File: config.mk
export PLATFORM = sky130hd
export DESIGN_NAME = nic_irq_filter_regs
export DESIGN_NICKNAME = d
export VERILOG_FILES = /design/src/rtl/nic_regs_pkg.sv /design/src/rtl/irq_src_cell.sv /design/src/rtl/lafilt_bank.sv /design/src/rtl/nic_irq_filter_regs.sv
export SDC_FILE = /design/constraint.sdc
export NUM_CORES = 1
export LEC_CHECK = 0
export CAP_MARGIN = 25
export CORE_MARGIN = 2
export CORE_UTILIZATION = 45
export DETAILED_ROUTE_END_ITERATION = 16
export PLACE_DENSITY = 0.86
export SLEW_MARGIN = 25
export SYNTH_ARGS = -nofsm -noshare
export SYNTH_HDL_FRONTEND = slang
export SYNTH_HIERARCHICAL = 1
export SYNTH_SLANG_ARGS = --single-unit
File: constraint.sdc
create_clock -name clk -period 2.4 [get_ports clk]
set_input_delay 0.36 -clock clk [delete_from_list [all_inputs] [get_ports clk]]
set_output_delay 0.36 -clock clk [all_outputs]
set_load 0.005 [all_outputs]
File: src/rtl/nic_regs_pkg.sv
package nic_regs_pkg;
   localparam int CTRL_ADDR  = 0;
   localparam int BIT_PHY_ST = 0;
   localparam int BIT_PHY_EN = 1;
   localparam int BIT_MGT_ST = 2;
   localparam int BIT_MGT_EN = 3;
   typedef enum logic {SRC_PULSE = 1'b0, SRC_LEVEL = 1'b1} src_kind_e;
endpackage

File: src/rtl/irq_src_cell.sv
module irq_src_cell
   import nic_regs_pkg::*;
#(
   parameter src_kind_e KIND = SRC_PULSE
) (
   input  logic clk,
   input  logic hrst,
   input  logic src_in,
   input  logic clr_w1,
   input  logic en_wr,
   input  logic en_val,
   output logic st,
   output logic en
);
   logic hit;

   generate
      if (KIND == SRC_LEVEL) begin : g_level
         logic smp_q, smp_prev;
         always_ff @(posedge clk) begin
            if (hrst) begin
               smp_q    <= src_in;
               smp_prev <= src_in;
            end else begin
               smp_q    <= src_in;
               smp_prev <= smp_q;
            end
         end
         assign hit = smp_q ^ smp_prev;
      end else begin : g_pulse
         assign hit = src_in;
      end
   endgenerate

   always_ff @(posedge clk) begin
      if (hrst) begin
         st <= 1'b0;
         en <= 1'b0;
      end else begin
         if (hit)         st <= 1'b1;
         else if (clr_w1) st <= 1'b0;
         if (en_wr)       en <= en_val;
      end
   end

   assert_set_on_event_R1: assert property (@(posedge clk) disable iff (hrst)
      hit |=> st);
   assert_set_wins_R3: assert property (@(posedge clk) disable iff (hrst)
      (hit && clr_w1) |=> st);
   assert_w1c_R2: assert property (@(posedge clk) disable iff (hrst)
      (clr_w1 && !hit) |=> !st);
   assert_hold_R2: assert property (@(posedge clk) disable iff (hrst)
      (!clr_w1 && !hit) |=> $stable(st) || st);
   assert_hard_reset_R4: assert property (@(posedge clk)
      hrst |=> (!st && !en));
endmodule

File: src/rtl/lafilt_bank.sv
module lafilt_bank #(
   parameter int WORDS  = 3,
   parameter int WORD_W = 16,
   localparam int TOT_W = WORDS * WORD_W
) (
   input  logic              clk,
   input  logic              hrst,
   input  logic [WORDS-1:0]  wr_sel,
   input  logic [WORD_W-1:0] wdata,
   input  logic              open_ok,
   input  logic              init_load,
   input  logic [TOT_W-1:0]  init_val,
   output logic [TOT_W-1:0]  words,
   output logic              wr_drop
);
   generate
      for (genvar i = 0; i < WORDS; i++) begin : g_word
         logic [WORD_W-1:0] w_q;
         always_ff @(posedge clk) begin
            if (init_load)
               w_q <= init_val[i*WORD_W +: WORD_W];
            else if (wr_sel[i] && open_ok)
               w_q <= wdata;
         end
         assign words[i*WORD_W +: WORD_W] = w_q;

         assert_blocked_write_R8: assert property (@(posedge clk) disable iff (hrst)
            (wr_sel[i] && !open_ok && !init_load) |=> $stable(w_q));
         assert_init_load_R9: assert property (@(posedge clk) disable iff (hrst)
            init_load |=> (w_q == $past(init_val[i*WORD_W +: WORD_W])));
      end
   endgenerate

   always_ff @(posedge clk) begin
      if (hrst) wr_drop <= 1'b0;
      else      wr_drop <= (|wr_sel) && !open_ok;
   end

   assert_drop_flag_R8: assert property (@(posedge clk) disable iff (hrst)
      ((|wr_sel) && !open_ok) |=> wr_drop);
   assert_no_drop_open_R7: assert property (@(posedge clk) disable iff (hrst)
      open_ok |=> !wr_drop);
endmodule

File: src/rtl/nic_irq_filter_regs.sv
module nic_irq_filter_regs
   import nic_regs_pkg::*;
#(
   parameter int ADDR_W  = 2,
   parameter int DATA_W  = 32,
   parameter int WORD_W  = 16,
   parameter int FWORDS  = 3,
   localparam int FILT_W = FWORDS * WORD_W
) (
   input  logic              clk,
   input  logic              hrst,
   input  logic              srst,
   input  logic              stop_mode,
   input  logic              susp_mode,
   input  logic              host_wr,
   input  logic [ADDR_W-1:0] host_addr,
   input  logic [DATA_W-1:0] host_wdata,
   output logic [DATA_W-1:0] host_rdata,
   input  logic              init_load,
   input  logic [FILT_W-1:0] init_filter,
   input  logic              phy_det,
   input  logic              mgmt_done,
   output logic              irq,
   output logic              wr_ignored
);
   if (DATA_W < WORD_W) begin : g_chk_w
      $error("DATA_W must hold a filter word");
   end
   if ((1 << ADDR_W) < FWORDS + 1) begin : g_chk_a
      $error("ADDR_W too small for the register count");
   end
   if (DATA_W <= BIT_MGT_EN) begin : g_chk_c
      $error("DATA_W too small for the control register");
   end

   logic              wr_ctrl;
   logic [FWORDS-1:0] wr_sel;
   logic              phy_st, phy_en, mgt_st, mgt_en;
   logic [FILT_W-1:0] fwords;
   logic              open_ok;

   assign wr_ctrl = host_wr && (host_addr == ADDR_W'(CTRL_ADDR));
   assign open_ok = stop_mode || susp_mode;

   generate
      for (genvar i = 0; i < FWORDS; i++) begin : g_dec
         assign wr_sel[i] = host_wr && (host_addr == ADDR_W'(i + 1));
      end
   endgenerate

   irq_src_cell #(.KIND(SRC_LEVEL)) u_phy (
      .clk(clk), .hrst(hrst), .src_in(phy_det),
      .clr_w1(wr_ctrl && host_wdata[BIT_PHY_ST]),
      .en_wr(wr_ctrl), .en_val(host_wdata[BIT_PHY_EN]),
      .st(phy_st), .en(phy_en));

   irq_src_cell #(.KIND(SRC_PULSE)) u_mgt (
      .clk(clk), .hrst(hrst), .src_in(mgmt_done),
      .clr_w1(wr_ctrl && host_wdata[BIT_MGT_ST]),
      .en_wr(wr_ctrl), .en_val(host_wdata[BIT_MGT_EN]),
      .st(mgt_st), .en(mgt_en));

   lafilt_bank #(.WORDS(FWORDS), .WORD_W(WORD_W)) u_filt (
      .clk(clk), .hrst(hrst), .wr_sel(wr_sel),
      .wdata(host_wdata[WORD_W-1:0]), .open_ok(open_ok),
      .init_load(init_load), .init_val(init_filter),
      .words(fwords), .wr_drop(wr_ignored));

   assign irq = (phy_st && phy_en) || (mgt_st && mgt_en);

   always_comb begin
      host_rdata = '0;
      if (host_addr == ADDR_W'(CTRL_ADDR)) begin
         host_rdata[BIT_PHY_ST] = phy_st;
         host_rdata[BIT_PHY_EN] = phy_en;
         host_rdata[BIT_MGT_ST] = mgt_st;
         host_rdata[BIT_MGT_EN] = mgt_en;
      end
      for (int k = 0; k < FWORDS; k++) begin
         if (host_addr == ADDR_W'(k + 1))
            host_rdata[WORD_W-1:0] = fwords[k*WORD_W +: WORD_W];
      end
   end

   assert_irq_masked_R5: assert property (@(posedge clk) disable iff (hrst)
      (!phy_en && !mgt_en) |-> !irq);
   assert_soft_reset_R4: assert property (@(posedge clk) disable iff (hrst)
      (srst && !host_wr && !init_load && !mgmt_done) |=>
         ($stable(phy_en) && $stable(mgt_en) && $stable(mgt_st)));
   assert_enable_write_R2: assert property (@(posedge clk) disable iff (hrst)
      wr_ctrl |=> (phy_en == $past(host_wdata[BIT_PHY_EN]) &&
                   mgt_en == $past(host_wdata[BIT_MGT_EN])));
endmodule

## After elaboration in Yosys (flattened, before gate mapping)

Cells that the tools add are included.

- Register bits: 55
- Bits in latches: 0
- Bits in writable memories: 0
- ROM bits: 0
- Bits of input ports: 91
- Memories kept: 0

- Add/subtract/negate cells: 0
- Multiply operators: 0
- Divide/modulo/power cells: 0
- Magnitude comparators: 0
- Equality and inequality tests: 3
- Shift-type cells: 0
- Mux-type cells: 15
- Bitwise operators: 1
- Reductions and logical operators: 22

Operators by type and width:

| kind | number |
|---|---|
| two-way mux 16 bit | 9 |
| logical AND 1 bit | 12 |
| nonzero test 2 bit | 5 |
| two-way mux 1 bit | 5 |
| == test 2 bit, second input constant | 2 |
| two-way mux 4 bit | 1 |
| OR reduction 3 bit | 1 |
| == test 2 x 1 -> 1 bit, second input constant | 1 |
| zero test 2 bit | 1 |
| logical OR 1 bit | 2 |
| zero test 1 bit | 1 |
| bitwise XOR 1 bit | 1 |

## Logic depth before layout (Yosys ltp)

- Word-level depth: 5
- Depth in mapped cells: 6

## Hierarchy

Netlist, hierarchy kept.

Modules (own cells, without submodules):

| module | instances | cells each | area an instance (um^2) | seq. area each (um^2) |
|---|---|---|---|---|
| lafilt_bank | 1 | 173 | 1999.4 | 1461.4 |
| nic_irq_filter_regs | 1 | 60 | 578.1 | 0.0 |
| irq_src_cell at u_phy | 1 | 10 | 128.9 | 80.1 |
| irq_src_cell at u_mgt | 1 | 7 | 72.6 | 40.0 |

## Worst setup path before layout

OpenSTA, ideal clock, no wires.

- Kind: input to register
- Start point: input host_addr[0]
- End point: register u_filt.g_word[0].w_q[0] (enable)
- Library setup time: 367 ps
- Arrival time: 1341 ps
- Slack: 692 ps
- Cell stages on the path: 5
- Path buffers: 2
- Path through: buf_6 > nor2b_4 > buf_6 > and2_1 > a21o_1

- Cells in the longest elaborated chain, start to end: 4

RTL lines:

| item | line | source |
|---|---|---|
| start: declaration | nic_irq_filter_regs.sv:16 | `input logic [ADDR_W-1:0] host_addr,` |
| == test 2 x 1 -> 1 bit | nic_irq_filter_regs.sv:47 | `assign wr_sel[i] = host_wr && (host_addr == ADDR_W'(i + 1));` |
| logical AND 1 bit | nic_irq_filter_regs.sv:47 |  |
| via wr_sel[0] | nic_irq_filter_regs.sv:37 | `logic [FWORDS-1:0] wr_sel;` |
| logical AND 1 bit | lafilt_bank.sv:22 | `else if (wr_sel[i] && open_ok)` |
| nonzero test 2 bit (no line) | -- |  |
| end signal: assignment | lafilt_bank.sv:21 | `w_q <= init_val[i*WORD_W +: WORD_W];` |
| end signal: assignment | lafilt_bank.sv:23 | `w_q <= wdata;` |
| end: declaration | lafilt_bank.sv:18 | `logic [WORD_W-1:0] w_q;` |

The timed path passes the listed nets, and every way through them passes these cells.
A chain may end at the register's enable or synchronous reset.

## Worst setup path after layout

- Start point: input host_addr[1]
- End point: output host_rdata[0]

- Cells in the longest elaborated chain, start to end: 5
- Elaborated cells on any way between the ends: 8

RTL lines:

| item | line | source |
|---|---|---|
| zero test 2 bit | nic_irq_filter_regs.sv:73 | `if (host_addr == ADDR_W'(CTRL_ADDR)) begin` |
| two-way mux 4 bit | nic_irq_filter_regs.sv:73 |  |
| two-way mux 16 bit (2 in a row) | nic_irq_filter_regs.sv:80 | `if (host_addr == ADDR_W'(k + 1))` |
| two-way mux 16 bit * | nic_irq_filter_regs.sv:80 |  |
| end: declaration | nic_irq_filter_regs.sv:18 | `output logic [DATA_W-1:0] host_rdata,` |

Mark *: on every way between the ends. The rest lies on a longest branch, timed or not.

==> metrics.md <==
| Metric | Value |
|---|---|
| Status | `finished clean` |
| Inst Count DP | `419` |
| Hold WC Path Type | `reg2reg` |
| Largest net degree at the start of global routing | `31` |
| Tcrit/Tclk final | `94.2%` |
| Vias/cell | `roughly 4.7` |
| First-pass GRT wire length | `about 8.6 mm` |
| Post-synth EDFFs | `between 40 and 50` |
| PnR worst setup slack | `roughly 140 ps` |
| Post-synth top area cell | `edfxtp_1` |
| Clock slew at reported path FFs | `around 100 ps` |
| Leak | `roughly 1.6 nW` |
| Synth cell types | `25` |
| Sequential fraction of the synthesis area | `around 57%` |
| Worst Setup SP | `host_addr[1]` |
| WHS Endpoint | `u_phy/st` |
| Floorplan Core Area | `5960 µm²` |
| Post-Syn Area | `around 2800 µm²` |
| Critical Path, Cell by Cell | `clkdlybuf4s50_1 > buf_4 > mux4_2 > clkdlybuf4s50_1` |
| WP data required | `2040 ps` |
| Synth Flop Type | `edfxtp_1` |
| RSZ-0062 raised after global routing | `no` |
| Num CTS Buffers | `5` |
| GRT Residual Overflow | `0` |
| Total number of vias | `between 1500 and 2000` |
| Reg2reg setup slack | `between 1500 and 2000 ps` |
| Final hold vios | `0` |
| Min Tclk post-route | `about 2300 ps` |
| IO Count | `roughly 130` |
| Initial Util | `46.7%` |
| Worst R2R Path Depth | `2` |
| GRT Util Overall | `between 10% and 20%` |
| Post_cts resized | `2` |
| DRT antenna net count | `0` |
| Count leader, synth | `nand2_1` |
| Fin util | `roughly two thirds` |
| Hold path cells | `2` |
| Hold Slack | `~500 ps` |
| WL final | `between 5 and 6 mm` |
| Critical path class | `in2out` |
| Final setup vio count | `0` |
| CP Capture Type | `primary output` |
| Fin Clk Skew | `roughly 0.46 ps` |
| H-tree Lvls | `2` |
| Latest clock arrival within the worst-skew pair | `about 300 ps` |
| Worst slack, placed | `-77.1 ps` |
| Max Cap Viol | `0` |
| Hold wc startpoint | `u_phy/st` |
| Placer Congestion | `0.810` |
| DR DRC count | `0` |
| Avg Inst Size Synth | `~11 µm²` |
| Die height | `82.6 µm` |
| Most frequent CP cell | `clkdlybuf4s50_1` |
| TritonCTS clock tree | `yes` |
| R2R Path End | `u_phy/st` |
| Post-CTS Setup Bufs | `0` |
| Initial drt markers | `47` |
| Post-DP HPWL | `approximately 4.7 mm` |
| P per Cell Area | `roughly 550 nW/µm²` |
| Pre-antenna DRT Iters | `4` |
| Die X | `between 80 and 90 µm` |
| Crit-path slowest cell | `clkdlybuf4s50_1` |
| DIE AREA | `between 6000 and 7000 µm²` |
| Cts hold-fix bufs | `0` |
| Area contributors post-synth | `edfxtp_1, nand2_1, buf_4` |
| FF-to-FF Start | `u_phy/g_level.smp_q` |
| Area Growth Syn to Fin | `38.6%` |
| Final Instance Area | `3850 µm²` |
| Most instantiated cells after synthesis | `nand2_1, edfxtp_1, buf_4` |
| Critical Path Fanout Max | `10` |
| CTS root buf | `clkbuf_8` |
| Port bufs | `91` |
| DR WL/cell | `13.5 µm` |
| Post-synth ARST share | `0%` |
| CP arrival | `around 1900 ps` |
| Slowest stage delay, CP | `~560 ps` |
| Longest Clk Path Bufs | `2` |
| Register bit total from synthesis | `55` |
| Placed inst area | `3760 µm²` |
| Synth top area share | `between 50% and 60%` |
| Antenna fix cells | `0` |
| Vias in the first global route | `approximately 2000` |
| Synth Instances | `250` |
| YS warnings | `6` |
| Post-Layout Cell Count | `427` |
| CP Launch Type | `primary input` |
| Clk sink count | `55` |
| Slew Limit Fails | `0` |
| F_max | `0.442 GHz` |
| Peak supply drop | `between 0.0003 and 0.0004 V` |
| Num rows | `28` |
| Initial antenna violation count | `0` |
| Final layout net count | `442` |
| Share of layout cells above drive strength 1 | `about an eighth` |
==> sequential cells by signal, indices dropped and copies added (netlist names) <==
register,cells
u_phy/g_level.smp_prev,1
u_phy/g_level.smp_q,1
u_phy/st,1
u_phy/en,1
u_filt/wr_drop,1
u_mgt/st,1
u_filt/g_word.w_q,48
u_mgt/en,1
==> logic make-up after synthesis <==
kind of cell           after synthesis  synth area share (%)
buffers and inverters               29                  7.74
XOR/XNOR                             1                 0.315
other                                1                 0.135
AO/OA/AOI/OAI                       18                  5.40
flip-flops                          55                  56.9
multiplexers                        19                  9.50
AND/OR/NAND/NOR                    127                  20.0
==> worst max-delay path, delay by kind of cell <==
kind	cells	cell delay (ps)
buffers and inverters	3	1250
muxes	1	300
==> report_power, final <==
part	switching [W]	internal, W	total, W
clock network	0.000285	0.000209	0.000493
registers	0.0000267	0.00115	0.00118
logic	0.000164	0.000274	0.000438
total	0.000476	0.00163	0.00211
==> metrics by stage <==
stage	setup TNS (ps)	total power [W]
5_1_grt	0	0.00221
3_3_place_gp	-479	0.00163
2_1_floorplan	0	0.00141
6_report	0	0.00211
4_1_cts	0	0.00213
3_5_place_dp	-670	0.00164
==> layout make-up <==
| class | count | area [µm²] |
|---|---|---|
| Clock buffer | 5 | 68.8 |
| Clock inverter | 3 | 25.0 |
| Fill cell | 485 | 2100 |
| Inverter | 1 | 3.75 |
| Multi-Input combinational cell | 181 | 1040 |
| Sequential cell | 55 | 1580 |
| Tap cell | 75 | 93.8 |
| Timing Repair Buffer | 107 | 1040 |
==> how the worst max path moves through the flow <==
stage	to
2_1_floorplan	u_filt/g_word[0].w_q[0]
3_3_place_gp	host_rdata[14]
3_5_place_dp	host_rdata[15]
4_1_cts	host_rdata[0]
5_1_grt	host_rdata[4]
6_report	host_rdata[0]
==> layout by cell type, fill, tap and decap left out, types with 2 or more instances in the layout <==
master,instances
a22o_1,13
and2_1,3
nand2_1,97
dfxtp_1,7
buf_4,14
a21o_1,3
mux2_2,11
nor2_1,3
edfxtp_1,48
nand2b_1,18
mux4_2,4
nor3_1,2
clkbuf_8,5
clkinv_4,2
mux2i_1,2
clkdlybuf4s50_1,89
conb_1,16
mux2_4,2
==> metal layers <==
metal	global-route usage, %	wire (µm)	vias to the layer above
met2	33.9	3050	64
met4	7.70	124	0
met5	0	0	-
met3	2.39	308	8
li1	-	-	1019
met1	18.4	2270	901
Note: power is estimated with default switching activity, not from simulation.
